`config.mk`:
```
export PLATFORM = sky130hd
export DESIGN_NAME = can_accept_filter
export DESIGN_NICKNAME = d
export VERILOG_FILES = /design/src/rtl/can_flt_pkg.sv /design/src/rtl/can_flt_cfg.sv /design/src/rtl/can_flt_bank_match.sv /design/src/rtl/can_flt_select.sv /design/src/rtl/can_accept_filter.sv
export SDC_FILE = /design/constraint.sdc
export NUM_CORES = 1
export LEC_CHECK = 0
export BUFFER_PORTS_ARGS = -buffer_cell sky130_fd_sc_hd__buf_2
export CORE_AREA = 10 10 284 286
export CTS_CLUSTER_SIZE = 14
export DETAILED_ROUTE_END_ITERATION = 10
export DIE_AREA = 0 0 294 296
export PLACE_DENSITY = 0.38
export SYNTH_ARGS = -nofsm -noshare
export SYNTH_HDL_FRONTEND = slang
export SYNTH_SLANG_ARGS = --single-unit
```
`constraint.sdc`:
```
create_clock -name clk_i -period 5.8 [get_ports clk_i]
set_clock_uncertainty 0.2 [all_clocks]
set_input_delay 0.58 -clock clk_i [delete_from_list [all_inputs] [get_ports clk_i]]
set_output_delay 0.58 -clock clk_i [all_outputs]
set_load 0.005 [all_outputs]
```
`src/rtl/can_flt_pkg.sv`:
```
package can_flt_pkg;
  localparam int unsigned WORD_W = 32;

  typedef struct packed {
    logic              list_m;   // 1 = exact identifier list
    logic              wide;     // 1 = 32-bit scale
    logic              act;
    logic [WORD_W-1:0] wa;
    logic [WORD_W-1:0] wb;
  } bank_cfg_t;

  // 16-bit view: ID[10:0], RTR, IDE, top three extended bits
  function automatic logic [15:0] pack16(input logic [WORD_W-1:0] w);
    return {w[31:21], w[1], w[2], w[20:18]};
  endfunction

  function automatic logic [2:0] sub_count(input logic list_m, input logic wide);
    if (wide) return list_m ? 3'd2 : 3'd1;
    return list_m ? 3'd4 : 3'd2;
  endfunction
endpackage

```
`src/rtl/can_flt_cfg.sv`:
```
module can_flt_cfg
  import can_flt_pkg::*;
#(
  parameter int unsigned NUM_BANKS = 4,
  parameter int unsigned ADDR_W    = 8,
  parameter int unsigned SPLIT_W   = 6
) (
  input  logic                 clk_i,
  input  logic                 rst_ni,
  input  logic                 we_i,
  input  logic [ADDR_W-1:0]    addr_i,
  input  logic [WORD_W-1:0]    wdata_i,
  output bank_cfg_t            bank_o [NUM_BANKS],
  output logic [NUM_BANKS-1:0] fifo_o,
  output logic                 init_o,
  output logic [SPLIT_W-1:0]   split_o
);
  localparam logic [ADDR_W-1:0] A_CTRL  = ADDR_W'(0);
  localparam logic [ADDR_W-1:0] A_MODE  = ADDR_W'(1);
  localparam logic [ADDR_W-1:0] A_SCALE = ADDR_W'(2);
  localparam logic [ADDR_W-1:0] A_FIFO  = ADDR_W'(3);
  localparam logic [ADDR_W-1:0] A_ACT   = ADDR_W'(4);
  localparam logic [ADDR_W-1:0] A_REGS  = ADDR_W'(32);

  logic                 init_q;
  logic [SPLIT_W-1:0]   split_q;
  logic [NUM_BANKS-1:0] mode_q, scale_q, fifo_q, act_q;
  logic                 is_reg;
  logic [ADDR_W-1:0]    reg_bank;

  assign is_reg   = addr_i >= A_REGS;
  assign reg_bank = (addr_i - A_REGS) >> 1;

  always_ff @(posedge clk_i or negedge rst_ni) begin
    if (!rst_ni) begin
      init_q  <= 1'b1;
      split_q <= SPLIT_W'(NUM_BANKS);
      mode_q  <= '0;
      scale_q <= '0;
      fifo_q  <= '0;
      act_q   <= '0;
    end else if (we_i) begin
      if (addr_i == A_CTRL) begin
        init_q  <= wdata_i[0];
        split_q <= wdata_i[8 +: SPLIT_W];
      end
      if (addr_i == A_ACT) act_q <= wdata_i[NUM_BANKS-1:0];
      if (init_q) begin
        if (addr_i == A_MODE)  mode_q  <= wdata_i[NUM_BANKS-1:0];
        if (addr_i == A_SCALE) scale_q <= wdata_i[NUM_BANKS-1:0];
        if (addr_i == A_FIFO)  fifo_q  <= wdata_i[NUM_BANKS-1:0];
      end
    end
  end

  for (genvar b = 0; b < NUM_BANKS; b++) begin : g_bank
    logic [WORD_W-1:0] wa_q, wb_q;
    logic              sel;
    assign sel = we_i && init_q && is_reg && (reg_bank == ADDR_W'(b));

    always_ff @(posedge clk_i or negedge rst_ni) begin
      if (!rst_ni) begin
        wa_q <= '0;
        wb_q <= '0;
      end else if (sel) begin
        if (addr_i[0]) wb_q <= wdata_i;
        else           wa_q <= wdata_i;
      end
    end

    assign bank_o[b] = '{list_m: mode_q[b], wide: scale_q[b], act: act_q[b],
                         wa: wa_q, wb: wb_q};


    word_lock_chk: assert property (@(posedge clk_i) disable iff (!rst_ni)
      (we_i && !init_q && is_reg && reg_bank == ADDR_W'(b)) |=> ($stable(wa_q) && $stable(wb_q)));
  end

  assign fifo_o  = fifo_q;
  assign init_o  = init_q;
  assign split_o = split_q;


  mode_lock_chk: assert property (@(posedge clk_i) disable iff (!rst_ni)
    (we_i && !init_q && addr_i == A_MODE) |=> $stable(mode_q));
endmodule

```
`src/rtl/can_flt_bank_match.sv`:
```
module can_flt_bank_match
  import can_flt_pkg::*;
(
  input  bank_cfg_t         cfg_i,
  input  logic [WORD_W-1:0] id_i,
  output logic              hit_o,
  output logic [1:0]        sub_o
);
  logic [15:0] p;
  logic [3:0]  h;

  assign p = pack16(id_i);

  always_comb begin
    h = '0;
    unique case ({cfg_i.wide, cfg_i.list_m})
      2'b10: h[0] = ((id_i ^ cfg_i.wa) & cfg_i.wb) == '0;
      2'b11: begin
        h[0] = id_i == cfg_i.wa;
        h[1] = id_i == cfg_i.wb;
      end
      2'b00: begin
        h[0] = ((p ^ cfg_i.wa[15:0]) & cfg_i.wa[31:16]) == '0;
        h[1] = ((p ^ cfg_i.wb[15:0]) & cfg_i.wb[31:16]) == '0;
      end
      default: h = {p == cfg_i.wb[31:16], p == cfg_i.wb[15:0],
                    p == cfg_i.wa[31:16], p == cfg_i.wa[15:0]};
    endcase
  end

  always_comb begin
    sub_o = 2'd0;
    for (int s = 3; s >= 0; s--) if (h[s]) sub_o = 2'(s);
  end

  assign hit_o = cfg_i.act && (h != '0);
endmodule

```
`src/rtl/can_flt_select.sv`:
```
module can_flt_select
  import can_flt_pkg::*;
#(
  parameter int unsigned NUM_BANKS = 4,
  parameter int unsigned IDX_W     = 8
) (
  input  logic [NUM_BANKS-1:0] hit_i,
  input  logic [NUM_BANKS-1:0] own_i,
  input  logic [NUM_BANKS-1:0] fifo_i,
  input  logic [NUM_BANKS-1:0] mode_i,
  input  logic [NUM_BANKS-1:0] scale_i,
  input  logic [1:0]           sub_i [NUM_BANKS],
  output logic [NUM_BANKS-1:0] gnt_o,
  output logic                 acc_o,
  output logic                 fifo_o,
  output logic [IDX_W-1:0]     idx_o
);
  logic [IDX_W-1:0] base [NUM_BANKS];
  logic             seen;

  // index offset of each bank within its own FIFO
  always_comb begin
    for (int b = 0; b < NUM_BANKS; b++) begin
      base[b] = '0;
      for (int j = 0; j < b; j++)
        if (own_i[j] && fifo_i[j] == fifo_i[b])
          base[b] = base[b] + IDX_W'(sub_count(mode_i[j], scale_i[j]));
    end
  end

  always_comb begin
    seen   = 1'b0;
    gnt_o  = '0;
    acc_o  = 1'b0;
    fifo_o = 1'b0;
    idx_o  = '0;
    for (int b = 0; b < NUM_BANKS; b++) begin
      if (hit_i[b] && own_i[b] && !seen) begin
        seen     = 1'b1;
        gnt_o[b] = 1'b1;
        acc_o    = 1'b1;
        fifo_o   = fifo_i[b];
        idx_o    = base[b] + IDX_W'(sub_i[b]);
      end
    end
  end
endmodule

```
`src/rtl/can_accept_filter.sv`:
```
module can_accept_filter
  import can_flt_pkg::*;
#(
  parameter int unsigned NUM_BANKS = 4,
  parameter int unsigned ADDR_W    = 8,
  parameter int unsigned IDX_W     = 8
) (
  input  logic              clk_i,
  input  logic              rst_ni,
  input  logic              cfg_we_i,
  input  logic [ADDR_W-1:0] cfg_addr_i,
  input  logic [31:0]       cfg_wdata_i,
  input  logic              frm_vld_i,
  input  logic [31:0]       frm_id_i,
  output logic              res_vld_o,
  output logic              accept_o,
  output logic              fifo_o,
  output logic [IDX_W-1:0]  idx_o
);
  localparam int unsigned SPLIT_W = 6;

  bank_cfg_t            bank [NUM_BANKS];
  logic [NUM_BANKS-1:0] fifo_v, hit, own, mode_v, scale_v, gnt;
  logic [1:0]           sub [NUM_BANKS];
  logic                 init;
  logic [SPLIT_W-1:0]   split;
  logic                 acc_c, fifo_c;
  logic [IDX_W-1:0]     idx_c;

  can_flt_cfg #(.NUM_BANKS(NUM_BANKS), .ADDR_W(ADDR_W), .SPLIT_W(SPLIT_W)) u_cfg (
    .clk_i, .rst_ni,
    .we_i(cfg_we_i), .addr_i(cfg_addr_i), .wdata_i(cfg_wdata_i),
    .bank_o(bank), .fifo_o(fifo_v), .init_o(init), .split_o(split)
  );

  for (genvar b = 0; b < NUM_BANKS; b++) begin : g_match
    can_flt_bank_match u_match (
      .cfg_i(bank[b]), .id_i(frm_id_i), .hit_o(hit[b]), .sub_o(sub[b])
    );
    assign own[b]     = SPLIT_W'(b) < split;
    assign mode_v[b]  = bank[b].list_m;
    assign scale_v[b] = bank[b].wide;
  end

  can_flt_select #(.NUM_BANKS(NUM_BANKS), .IDX_W(IDX_W)) u_sel (
    .hit_i(hit), .own_i(own), .fifo_i(fifo_v), .mode_i(mode_v), .scale_i(scale_v),
    .sub_i(sub), .gnt_o(gnt), .acc_o(acc_c), .fifo_o(fifo_c), .idx_o(idx_c)
  );

  logic take;
  assign take = frm_vld_i && !init && acc_c;

  always_ff @(posedge clk_i or negedge rst_ni) begin
    if (!rst_ni) begin
      res_vld_o <= 1'b0;
      accept_o  <= 1'b0;
      fifo_o    <= 1'b0;
      idx_o     <= '0;
    end else begin
      res_vld_o <= frm_vld_i;
      accept_o  <= take;
      fifo_o    <= take ? fifo_c : 1'b0;
      idx_o     <= take ? idx_c : '0;
    end
  end


  latency_chk: assert property (@(posedge clk_i) disable iff (!rst_ni)
    frm_vld_i |=> res_vld_o);

  idle_chk: assert property (@(posedge clk_i) disable iff (!rst_ni)
    !frm_vld_i |=> !res_vld_o);

  acc_vld_chk: assert property (@(posedge clk_i) disable iff (!rst_ni)
    accept_o |-> res_vld_o);

  init_block_chk: assert property (@(posedge clk_i) disable iff (!rst_ni)
    (frm_vld_i && init) |=> !accept_o);

  noacc_zero_chk: assert property (@(posedge clk_i) disable iff (!rst_ni)
    !accept_o |-> (!fifo_o && idx_o == '0));

  one_winner_chk: assert property (@(posedge clk_i) disable iff (!rst_ni)
    $onehot0(gnt));

  split_gnt_chk: assert property (@(posedge clk_i) disable iff (!rst_ni)
    (gnt & ~own) == '0);
endmodule

```
==> results_dict.tcl, run 1 <==
set metrics [dict create \
    status "completed" \
    clockRootBuffer "clkbuf_16" \
    coreArea_sq_um 75200 \
    firstDrtPassIters 7 \
    yosys_warnings 0 \
    numCtsBuffers 37 \
    kind_of_end_point_of_the_critical_path "flip-flop" \
    clk-insertion-delay-late_ns 0.59 \
    port_buffers 84 \
    vdd_drop_max_mv 0.164 \
    syn-cell-area_sq_um 18500 \
    async_flop_share 1.00 \
    maxSlewViolCount 0 \
    clk_path_buf_depth 3 \
    routedWlPerCell_microns 32.5 \
    cellPowerDensity_nw_per_um2 236 \
    grt_antenna_before_repair 11 \
    timing.hold.worst.class "flip-flop to flip-flop" \
    gpl.final_weighted_congestion 0.953 \
    maximum_number_of_pins_on_one_net_before_global_route_repair 104 \
    yosys_register_bits 288 \
    post-synth-top-count-cell "xor2_1" \
    drc 0 \
    power.combinational.fraction 0.120 \
    initial_core_util 0.247 \
    wire_length_of_the_first_global_routing_pass_mm 125 \
    critPathCapture "idx_o[4]$_DFF_PN0_" \
    finalWirelength_mm 90.1 \
    critPathRequiredTime_ns 6.04 \
    critical_path.startpoint_type "flip-flop" \
    holdPathStages 1 \
    r2r-end "idx_o[4]$_DFF_PN0_" \
    die_height_microns 296 \
    cts_htree_levels 2 \
    dp_hpwl_mm 66.4 \
    cts.clk_slew.worst_paths_ns 0.06 \
    max_cap_viol_count 0 \
    relative_contribution_of_sequential_cells_to_total_power 0.402 \
    setup-tns-final_ns 0 \
    die_width_microns 294 \
    p_leak_nw 10.2 \
    internal-power_mw 3.62 \
    fmaxAchievable_mhz 210 \
    gate_count_after_technology_mapping 1677 \
    r2r_start "u_cfg.split_o[5]$_DFFE_PN0P_" \
    clock_tree_from_tritoncts "built" \
    portion_of_total_power_attributed_to_the_clock_network 0.478 \
    synthTopCellsByCount "xor2_1, dfrtp_1, mux2_2, nor4_1, xnor2_1" \
    gr_util_all_layers 0.204 \
    final.min_clock_period_ns 4.77 \
    ys_seq_area_frac 0.389 \
    std_cell_rows 101 \
    rsz0062_at_grt "no" \
    critical_path_class "flip-flop to flip-flop" \
    critical_path.startpoint "u_cfg.split_o[5]$_DFFE_PN0P_" \
    cts_hold_buf 2 \
    post_cts_resized 0 \
    drive_above_1_share 0.271 \
    switching_share 0.284 \
    num_clock_sinks 288 \
    ff2ff_path_depth 15 \
    edff_count_synth 0 \
    timing_worst_slew_pin_value_ns 0.974 \
    first_iter_violations 1346 \
    drtAntennaViolNets 0 \
    power.switching_mw 1.43 \
    num_vias 14400 \
    floorplan.die_area_sq_um 87000 \
    share_of_the_synthesized_area_in_the_top_cell_type 0.386 \
    num-nets-final 1878 \
    gr_overflow_total 0 \
    period_share 0.822 \
    netlist-cell-type-count 68 \
    timing.critical_path.arrival_ns 5.01 \
    synthFlopType "dfrtp_1" \
    setup-violations-final 0 \
    cell_taking_the_most_area_after_synthesis "dfrtp_1" \
    growth_of_design_area_from_synthesis_to_finish_pct 15.4 \
    cts_setup_buffers 0 \
    total_power_mw 5.05 \
    timing.max_slew.rel_slack 0.348 \
    syn_avg_cell_area_sq_um 11.1 \
    r2r_slack_ns 1.03 \
    yosys-top-cells-area "dfrtp_1, mux2_2, xor2_1" \
    floorplan.io_pins 87 \
    critPathMaxFanout 7 \
    viasPerCell 5.20 \
    timing_hold_violations_final 0 \
    vias_in_the_first_global_route 15200 \
]
## through the flow
stage	util	cell area [sq um]	cells	setup slack (ns)	hold WS [ns]
2_1_floorplan	-	18500	1679	1.29	0.0844
3_3_place_gp	0.268	20100	2703	1.02	0.283
3_5_place_dp	0.268	20100	2703	1.05	0.297
4_1_cts	0.285	21400	2769	1.05	0.295
5_1_grt	0.285	21400	2769	0.750	0.317
6_report	0.285	21400	2771	1.03	0.307
## sequential cells by signal (all words and copies together), names as in the netlist
signal,count
accept_o,1
fifo_o,1
res_vld_o,1
u_cfg.act_q,4
u_cfg.split_o,6
u_cfg.init_o,1
u_cfg.g_bank.wb_q,128
u_cfg.mode_q,4
u_cfg.fifo_o,4
u_cfg.scale_q,4
idx_o,6
u_cfg.g_bank.wa_q,128
## power groups by stage
stage                     logic [mW]  registers, mW  clock network [mW]
after floorplan                0.297           2.06                   0
after detailed placement       0.603           2.07                   0
after CTS                      0.607           2.03                2.48
after global routing           0.647           2.03                2.55
final                          0.607           2.03                2.41
after global placement         0.611           2.07                   0
## layout make-up
class | count | area [sq um]
Sequential cell | 288 | 7210
Tap cell | 978 | 1220
Fill cell | 7858 | 53800
Clock buffer | 49 | 1030
Clock inverter | 15 | 205
Multi-Input combinational cell | 1249 | 10700
Antenna cell | 2 | 5.00
Inverter | 58 | 218
Timing Repair Buffer | 132 | 808
## layout by cell type, fill, tap and decap left out, types with 24 or more instances in the layout
cell type / count
nor4_1: 79
mux2_2: 285
inv_1: 58
buf_2: 83
nand4_1: 45
buf_4: 45
nand2_1: 47
ha_1: 30
nor2_1: 30
xor2_1: 361
clkbuf_16: 38
a22oi_1: 49
xnor2_1: 77
dfrtp_1: 286
nand3_1: 24
## worst max-delay path, cell delays in order (launching register included)
cell,delay (ns)
dfrtp_1,0.38
or4_1,0.60
or2_2,0.38
nor2_2,0.27
nor3_1,0.12
ha_1,0.25
fa_1,0.47
mux2_2,0.31
fa_1,0.44
mux2_2,0.30
fa_1,0.43
nand2_1,0.08
nor2_1,0.04
a31oi_1,0.19
o22a_1,0.16
nor2_1,0.03
## layer usage
layer	global-route usage	part of all wire	up-vias
li1	-	-	6184
met1	0.284	0.47	7602
met4	0.0638	0.029	0
met3	0.0303	0.053	120
met5	0	0	-
met2	0.322	0.45	499
## cell families (layout without fill, tap and decap cells)
logic type	after synthesis	after routing	synth area share
xor gates and xnor gates	439	439	0.208
adders and majority gates	36	36	0.0267
muxes	287	287	0.174
AOI/OAI and AO/OA	175	175	0.0741
other	1	5	0.000202
DFF	288	288	0.389
and+or+nand+nor	309	309	0.0927
buffers and inverters	142	254	0.0354
## how the worst min path moves through the flow
| stage | end | start | slack [ns] |
|---|---|---|---|
| floorplan | accept_o$_DFF_PN0_ | rst_ni | 0.08 |
| CTS | u_cfg.g_bank[2].wb_q[14]$_DFFE_PN0P_ | cfg_wdata_i[14] | 0.29 |
| global route | u_cfg.g_bank[2].wa_q[14]$_DFFE_PN0P_ | cfg_wdata_i[14] | 0.32 |
| detailed placement | u_cfg.split_o[4]$_DFFE_PN0P_ | u_cfg.split_o[4]$_DFFE_PN0P_ | 0.30 |
| global placement | u_cfg.split_o[3]$_DFFE_PN0P_ | u_cfg.split_o[3]$_DFFE_PN0P_ | 0.28 |
| finish | u_cfg.split_o[4]$_DFFE_PN0P_ | u_cfg.split_o[4]$_DFFE_PN0P_ | 0.31 |
(Power assumes the default switching activity.)
==> run 2: changes to the inputs <==
- clock period: 5.8 -> 4.4 ns (I/O delays scaled with it)
==> results_dict.tcl, run 2 (synthesis gave the netlist of run 1 again) <==
set metrics [dict create \
    groute.layer.met3.usage 0.0446 \
    timing.critical_path.buf_inv 0 \
    critical_path_class "flip-flop to flip-flop" \
    ff2ff_path_depth 15 \
    die_width_microns 294 \
    finalWirelength_mm 89.3 \
    num_vias 14800 \
    gr_overflow_total 0 \
    fin_area_sq_um 21900 \
    fmaxAchievable_mhz 235 \
    gr_util_all_layers 0.202 \
    coreArea_sq_um 75200 \
    kind_of_end_point_of_the_critical_path "flip-flop" \
    post-route-util 0.292 \
    die_height_microns 296 \
    clock_tree_from_tritoncts "built" \
    period_share 0.965 \
    p_leak_nw 10.5 \
    drtAntennaViolNets 0 \
    port_buffers 84 \
    clk_path_buf_depth 3 \
    timing.max_slew.rel_slack 0.525 \
    finalHoldWorstSlack_ns 0.176 \
    num_clock_sinks 288 \
    largestRegisters "u_cfg.g_bank.wa_q x128, u_cfg.g_bank.wb_q x128" \
    cts_htree_levels 2 \
    drc 0 \
    grt_antenna_before_repair 9 \
    grt_util_met2 0.306 \
    status "completed" \
    critical-path-slowest-cell "or4_4" \
    final_common_cell "xor2_1" \
    most-common-layout-cells "xor2_1, dfrtp_1, mux2_2" \
    timing.critical_path.arrival_ns 4.53 \
    timing.critical_path.max_delay_family "adder cells" \
    cts.clk_slew.worst_paths_ns 0.06 \
    worst-path-stages 15 \
    floorplan.io_pins 87 \
    setup-violations-final 0 \
    clk-insertion-delay-late_ns 0.59 \
    timing_worst_slew_pin_value_ns 0.703 \
    maxSlewViolCount 0 \
    dp_hpwl_mm 66.4 \
    routedWlPerCell_microns 31.6 \
    timing.hold.worst.class "primary input to asynchronous set/reset pin" \
    max_cap_viol_count 0 \
    critPathMaxFanout 2 \
    vdd_drop_max_mv 0.257 \
    grtUsageMet1 0.281 \
    rsz0062_at_grt "yes" \
    critPathRequiredTime_ns 4.68 \
    critical_path.startpoint_type "flip-flop" \
    gpl.final_weighted_congestion 0.952 \
    wire_length_of_the_first_global_routing_pass_mm 123 \
    vias_in_the_first_global_route 15100 \
    num-nets-final 1928 \
    setup-tns-final_ns 0 \
    numCtsBuffers 37 \
    busiest_layer "met2" \
    clockRootBuffer "clkbuf_16" \
    floorplan.die_area_sq_um 87000 \
    first_iter_violations 1462 \
    cellPowerDensity_nw_per_um2 311 \
    viasPerCell 5.24 \
    std_cell_rows 101 \
    maximum_number_of_pins_on_one_net_before_global_route_repair 79 \
    firstDrtPassIters 5 \
    timing_hold_violations_final 0 \
    timing.critical_path.slowest_cell_delay_ns 0.53 \
    cp_cell_instances "or4_4, or2_4, nor2_4, nor3_1, ha_2, fa_1, mux2_4, fa_1, mux2_4, ha_4, a21oi_2, nor2_1, xnor2_1, or2_1, a21oi_2" \
    placed_area_sq_um 20600 \
    drive_above_1_share 0.293 \
    growth_of_design_area_from_synthesis_to_finish_pct 18.4 \
    initial_core_util 0.247 \
    final.min_clock_period_ns 4.25 \
]
## run 2: final cells by class
| class | instances | area [sq um] |
|---|---|---|
| clock buffer | 51 | 1040 |
| multi-input combinational | 1249 | 10700 |
| tap | 978 | 1220 |
| inverter | 58 | 218 |
| timing repair buffer | 182 | 1270 |
| fill | 7769 | 53200 |
| clock inverter | 16 | 245 |
| antenna | 4 | 10.0 |
| sequential | 288 | 7210 |
## run 2: worst register-to-register path: cells and delay by family (launching register included)
family	cells	cell delay, ns
AO/OA/AOI/OAI	2	0.25
multiplexers	2	0.60
AND/OR/NAND/NOR	6	1.24
XOR/XNOR	1	0.13
adder cells (fa/ha/maj)	4	1.37
flip-flops	1	0.38
## run 2: repair_timing
action	CTS	global route
pin swaps	0	1
hold buffers	2	0
gates cloned	0	0
setup buffers	0	0
hold endpoints to repair	51	0
setup endpoints to repair	1	3
resized for setup	2	3
## run 2: stage by stage
| stage | std cells | total power, mW | setup WS (ns) |
|---|---|---|---|
| after global routing | 2822 | 7.05 | -0.0200 |
| after detailed placement | 2753 | 3.58 | -0.0160 |
| final | 2826 | 6.82 | 0.152 |
| after floorplan | 1679 | 3.12 | 0.00897 |
| after CTS | 2822 | 6.90 | 0.0520 |
| after global placement | 2753 | 3.58 | -0.0161 |
## run 2: where the power goes
group          internal, mW  total [mW]  switching, mW  leakage, nW
clock network          1.97        3.27           1.31        0.628
logic                 0.270       0.871          0.601         5.87
registers              2.66        2.68         0.0146         4.01
total                  4.90        6.82           1.92         10.5
## run 2: layer usage
layer | vias to the layer above | share of wire
met1 | 7657 | 0.45
met5 | - | 0
met4 | 0 | 0.031
li1 | 6313 | -
met3 | 142 | 0.082
met2 | 702 | 0.43
## run 2: path summary, 6_finish.rpt
check / start / end / slack, ns
min in group clk_i: cfg_wdata_i[15] / u_cfg.g_bank[1].wb_q[15]$_DFFE_PN0P_ / 0.19
worst min-delay path: rst_ni / u_cfg.g_bank[0].wa_q[22]$_DFFE_PN0P_ / 0.18
max in group asynchronous: rst_ni / u_cfg.g_bank[2].wb_q[30]$_DFFE_PN0P_ / 2.80
worst max-delay path: u_cfg.split_o[5]$_DFFE_PN0P_ / idx_o[3]$_DFF_PN0_ / 0.15
worst min register to register: u_cfg.split_o[3]$_DFFE_PN0P_ / u_cfg.split_o[3]$_DFFE_PN0P_ / 0.32
worst max register to register: u_cfg.split_o[5]$_DFFE_PN0P_ / idx_o[3]$_DFF_PN0_ / 0.15
==> run 3: changes to the inputs <==
- ABC_AREA: default -> 1
- CAP_MARGIN: default -> 5
- CORE_AREA: 10 10 284 286 -> 10 10 259 261
- DIE_AREA: 0 0 294 296 -> 0 0 269 271
- PLACE_DENSITY: 0.38 -> 0.49
==> results_dict.tcl, run 3 <==
set metrics [dict create \
    timing.max_slew.rel_slack 0.370 \
    status "completed" \
    setup-violations-final 0 \
    largestRegisters "u_cfg.g_bank.wa_q x128, u_cfg.g_bank.wb_q x128" \
    ys_seq_area_frac 0.336 \
    grt_antenna_before_repair 3 \
    firstDrtPassIters 6 \
    cell_taking_the_most_area_after_synthesis "dfrtp_1" \
    die_height_microns 271 \
    final.min_clock_period_ns 4.07 \
    clockRootBuffer "clkbuf_16" \
    critical_path.startpoint_type "flip-flop" \
    cts_htree_levels 2 \
    synthFlopType "dfrtp_1" \
    edff_count_synth 0 \
    finish.cell_count_without_fillers 4267 \
    synthTopCellsByCount "nand2_1, o21ai_0, inv_1, dfrtp_1, nor2_1" \
    die_width_microns 269 \
    cts.clk_slew.worst_paths_ns 0.06 \
    fmaxAchievable_mhz 246 \
    wire_length_of_the_first_global_routing_pass_mm 148 \
    post-route-util 0.392 \
    drtAntennaViolNets 0 \
    clk_path_buf_depth 3 \
    gpl.final_weighted_congestion 1.03 \
    port_buffers 84 \
    finalWirelength_mm 104 \
    timing.hold.worst.class "primary input to flip-flop" \
    netlist-cell-type-count 58 \
    maxSlewViolCount 0 \
    kind_of_end_point_of_the_critical_path "flip-flop" \
    initial_core_util 0.349 \
    floorplan.io_pins 87 \
    gate_count_after_technology_mapping 3319 \
    critPathMaxFanout 3 \
    antenna_cells 0 \
    drc 0 \
    num_clock_sinks 288 \
    routedWlPerCell_microns 24.3 \
    syn-cell-area_sq_um 21500 \
    place_worst_setup_slack_ns 0.213 \
    numCtsBuffers 37 \
    critPathRequiredTime_ns 4.64 \
    yosys-top-cells-area "dfrtp_1, nand2_1, o21ai_0" \
    num-nets-final 3516 \
    dp_hpwl_mm 84.1 \
    yosys_register_bits 288 \
    timing.critical_path.arrival_ns 4.31 \
    setup-tns-final_ns 0 \
    gr_util_all_layers 0.281 \
    floorplan.die_area_sq_um 72900 \
    gr_overflow_total 0 \
    share_of_the_synthesized_area_in_the_top_cell_type 0.333 \
    period_share 0.925 \
    clk-insertion-delay-late_ns 0.58 \
    critical_path_class "flip-flop to flip-flop" \
    timing_hold_violations_final 0 \
    growth_of_design_area_from_synthesis_to_finish_pct 12.4 \
    yosys_warnings 0 \
    finalHoldWorstSlack_ns 0.143 \
    p_leak_nw 11.7 \
    async_flop_share 1.00 \
    maximum_number_of_pins_on_one_net_before_global_route_repair 84 \
    layout_setup_ws_ns 0.330 \
    std_cell_rows 91 \
    cellPowerDensity_nw_per_um2 280 \
    max_cap_viol_count 0 \
    placed_cells 4199 \
    post-synth-top-count-cell "nand2_1" \
    most-common-layout-cells "nand2_1, o21ai_0, inv_1" \
    viasPerCell 5.21 \
    vdd_drop_max_mv 0.261 \
    first_iter_violations 2093 \
    num_vias 22200 \
    syn_avg_cell_area_sq_um 6.47 \
    vias_in_the_first_global_route 21700 \
    timing_worst_slew_pin_value_ns 0.944 \
    coreArea_sq_um 61600 \
    clock_tree_from_tritoncts "built" \
    final_common_cell "nand2_1" \
    drive_above_1_share 0.0834 \
]
[run 3: cell count changes in the layout (fill, tap and decap cells not counted), moves of 232 or more]
cell | before | now
o21ai_0 | 6 | 309
nand2_1 | 47 | 1306
xor2_1 | 361 | 103
nand3_1 | 24 | 256
mux2_2 | 283 | 0
inv_1 | 58 | 295
nor2_1 | 30 | 262
[run 3: final cells by class]
type	count	area, sq um
clock buffer	49	1020
clock inverter	16	199
fill	6666	37500
inverter	316	1190
multi-input combinational	2596	12400
sequential	288	7210
tap	837	1050
timing repair buffer	165	1090
[run 3: cells by family (layout without fill, tap and decap cells)]
group,Yosys count,after routing,synth area share
AO/OA/AOI/OAI,380,380,0.0926
XOR/XNOR,177,177,0.0722
adder cells (fa/ha/maj),36,36,0.0231
buffers and inverters,437,546,0.0903
flip-flops,288,288,0.336
other,1,3,0.000175
AND/OR/NAND/NOR,2000,2000,0.386
[run 3: critical path: stages, from the launching register on]
cell     delay [ns]
dfrtp_1        0.38
nor2_1         0.17
nand2_1        0.11
nor2_2         0.13
nand2_1        0.12
nand2_2        0.12
nor2_1         0.07
ha_1           0.24
fa_1           0.47
nand2_1        0.12
nand2_1        0.10
fa_1           0.51
nor2_1         0.05
a31oi_2        0.19
ha_1           0.26
nand2_1        0.06
inv_1          0.04
o21ai_1        0.14
xor2_1         0.19
inv_1          0.06
nor2_1         0.10
nor2_1         0.05
nand2_1        0.05
inv_1          0.04
[run 3: what timing repair did]
item / in CTS / in global routing
resized for setup: 0 / 4
hold endpoints to repair: 79 / 0
setup endpoints to repair: 0 / 1
hold buffers: 2 / 0
buffers inserted: 0 / 1
[run 3: stage by stage]
stage          total power [mW]  cell area [sq um]
2_1_floorplan              3.21              21500
3_3_place_gp               3.63              22900
3_5_place_dp               3.63              22900
4_1_cts                    6.80              24100
5_1_grt                    6.98              24100
6_report                   6.76              24100
[run 3: final timing paths]
path                                               from                                    to  slack, ns  cells past startpoint
setup / recovery           u_cfg.split_o[5]$_DFFE_PN0P_                    idx_o[3]$_DFF_PN0_       0.33                     23
max in group asynchronous                        rst_ni          u_cfg.split_o[2]$_DFFE_PN1P_       2.79                      3
setup reg to reg           u_cfg.split_o[5]$_DFFE_PN0P_                    idx_o[3]$_DFF_PN0_       0.33                     23
hold reg to reg            u_cfg.split_o[3]$_DFFE_PN0P_          u_cfg.split_o[3]$_DFFE_PN0P_       0.30                      2
hold / removal                          cfg_wdata_i[25]  u_cfg.g_bank[2].wb_q[25]$_DFFE_PN0P_       0.14                      3
min in group asynchronous                        rst_ni  u_cfg.g_bank[0].wa_q[15]$_DFFE_PN0P_       0.29                      2
[run 3: power breakdown]
group          total (mW)  internal, mW  leakage, nW  switching [mW]
sequential           2.68          2.66         4.01          0.0137
clock                3.15          1.87        0.594            1.28
combinational       0.931         0.249         7.05           0.682
[run 3: per-layer routing]
layer / share of wire / global-route usage
met5: 0 / 0
met1: 0.42 / 0.351
met3: 0.054 / 0.0325
met2: 0.48 / 0.472
met4: 0.053 / 0.137
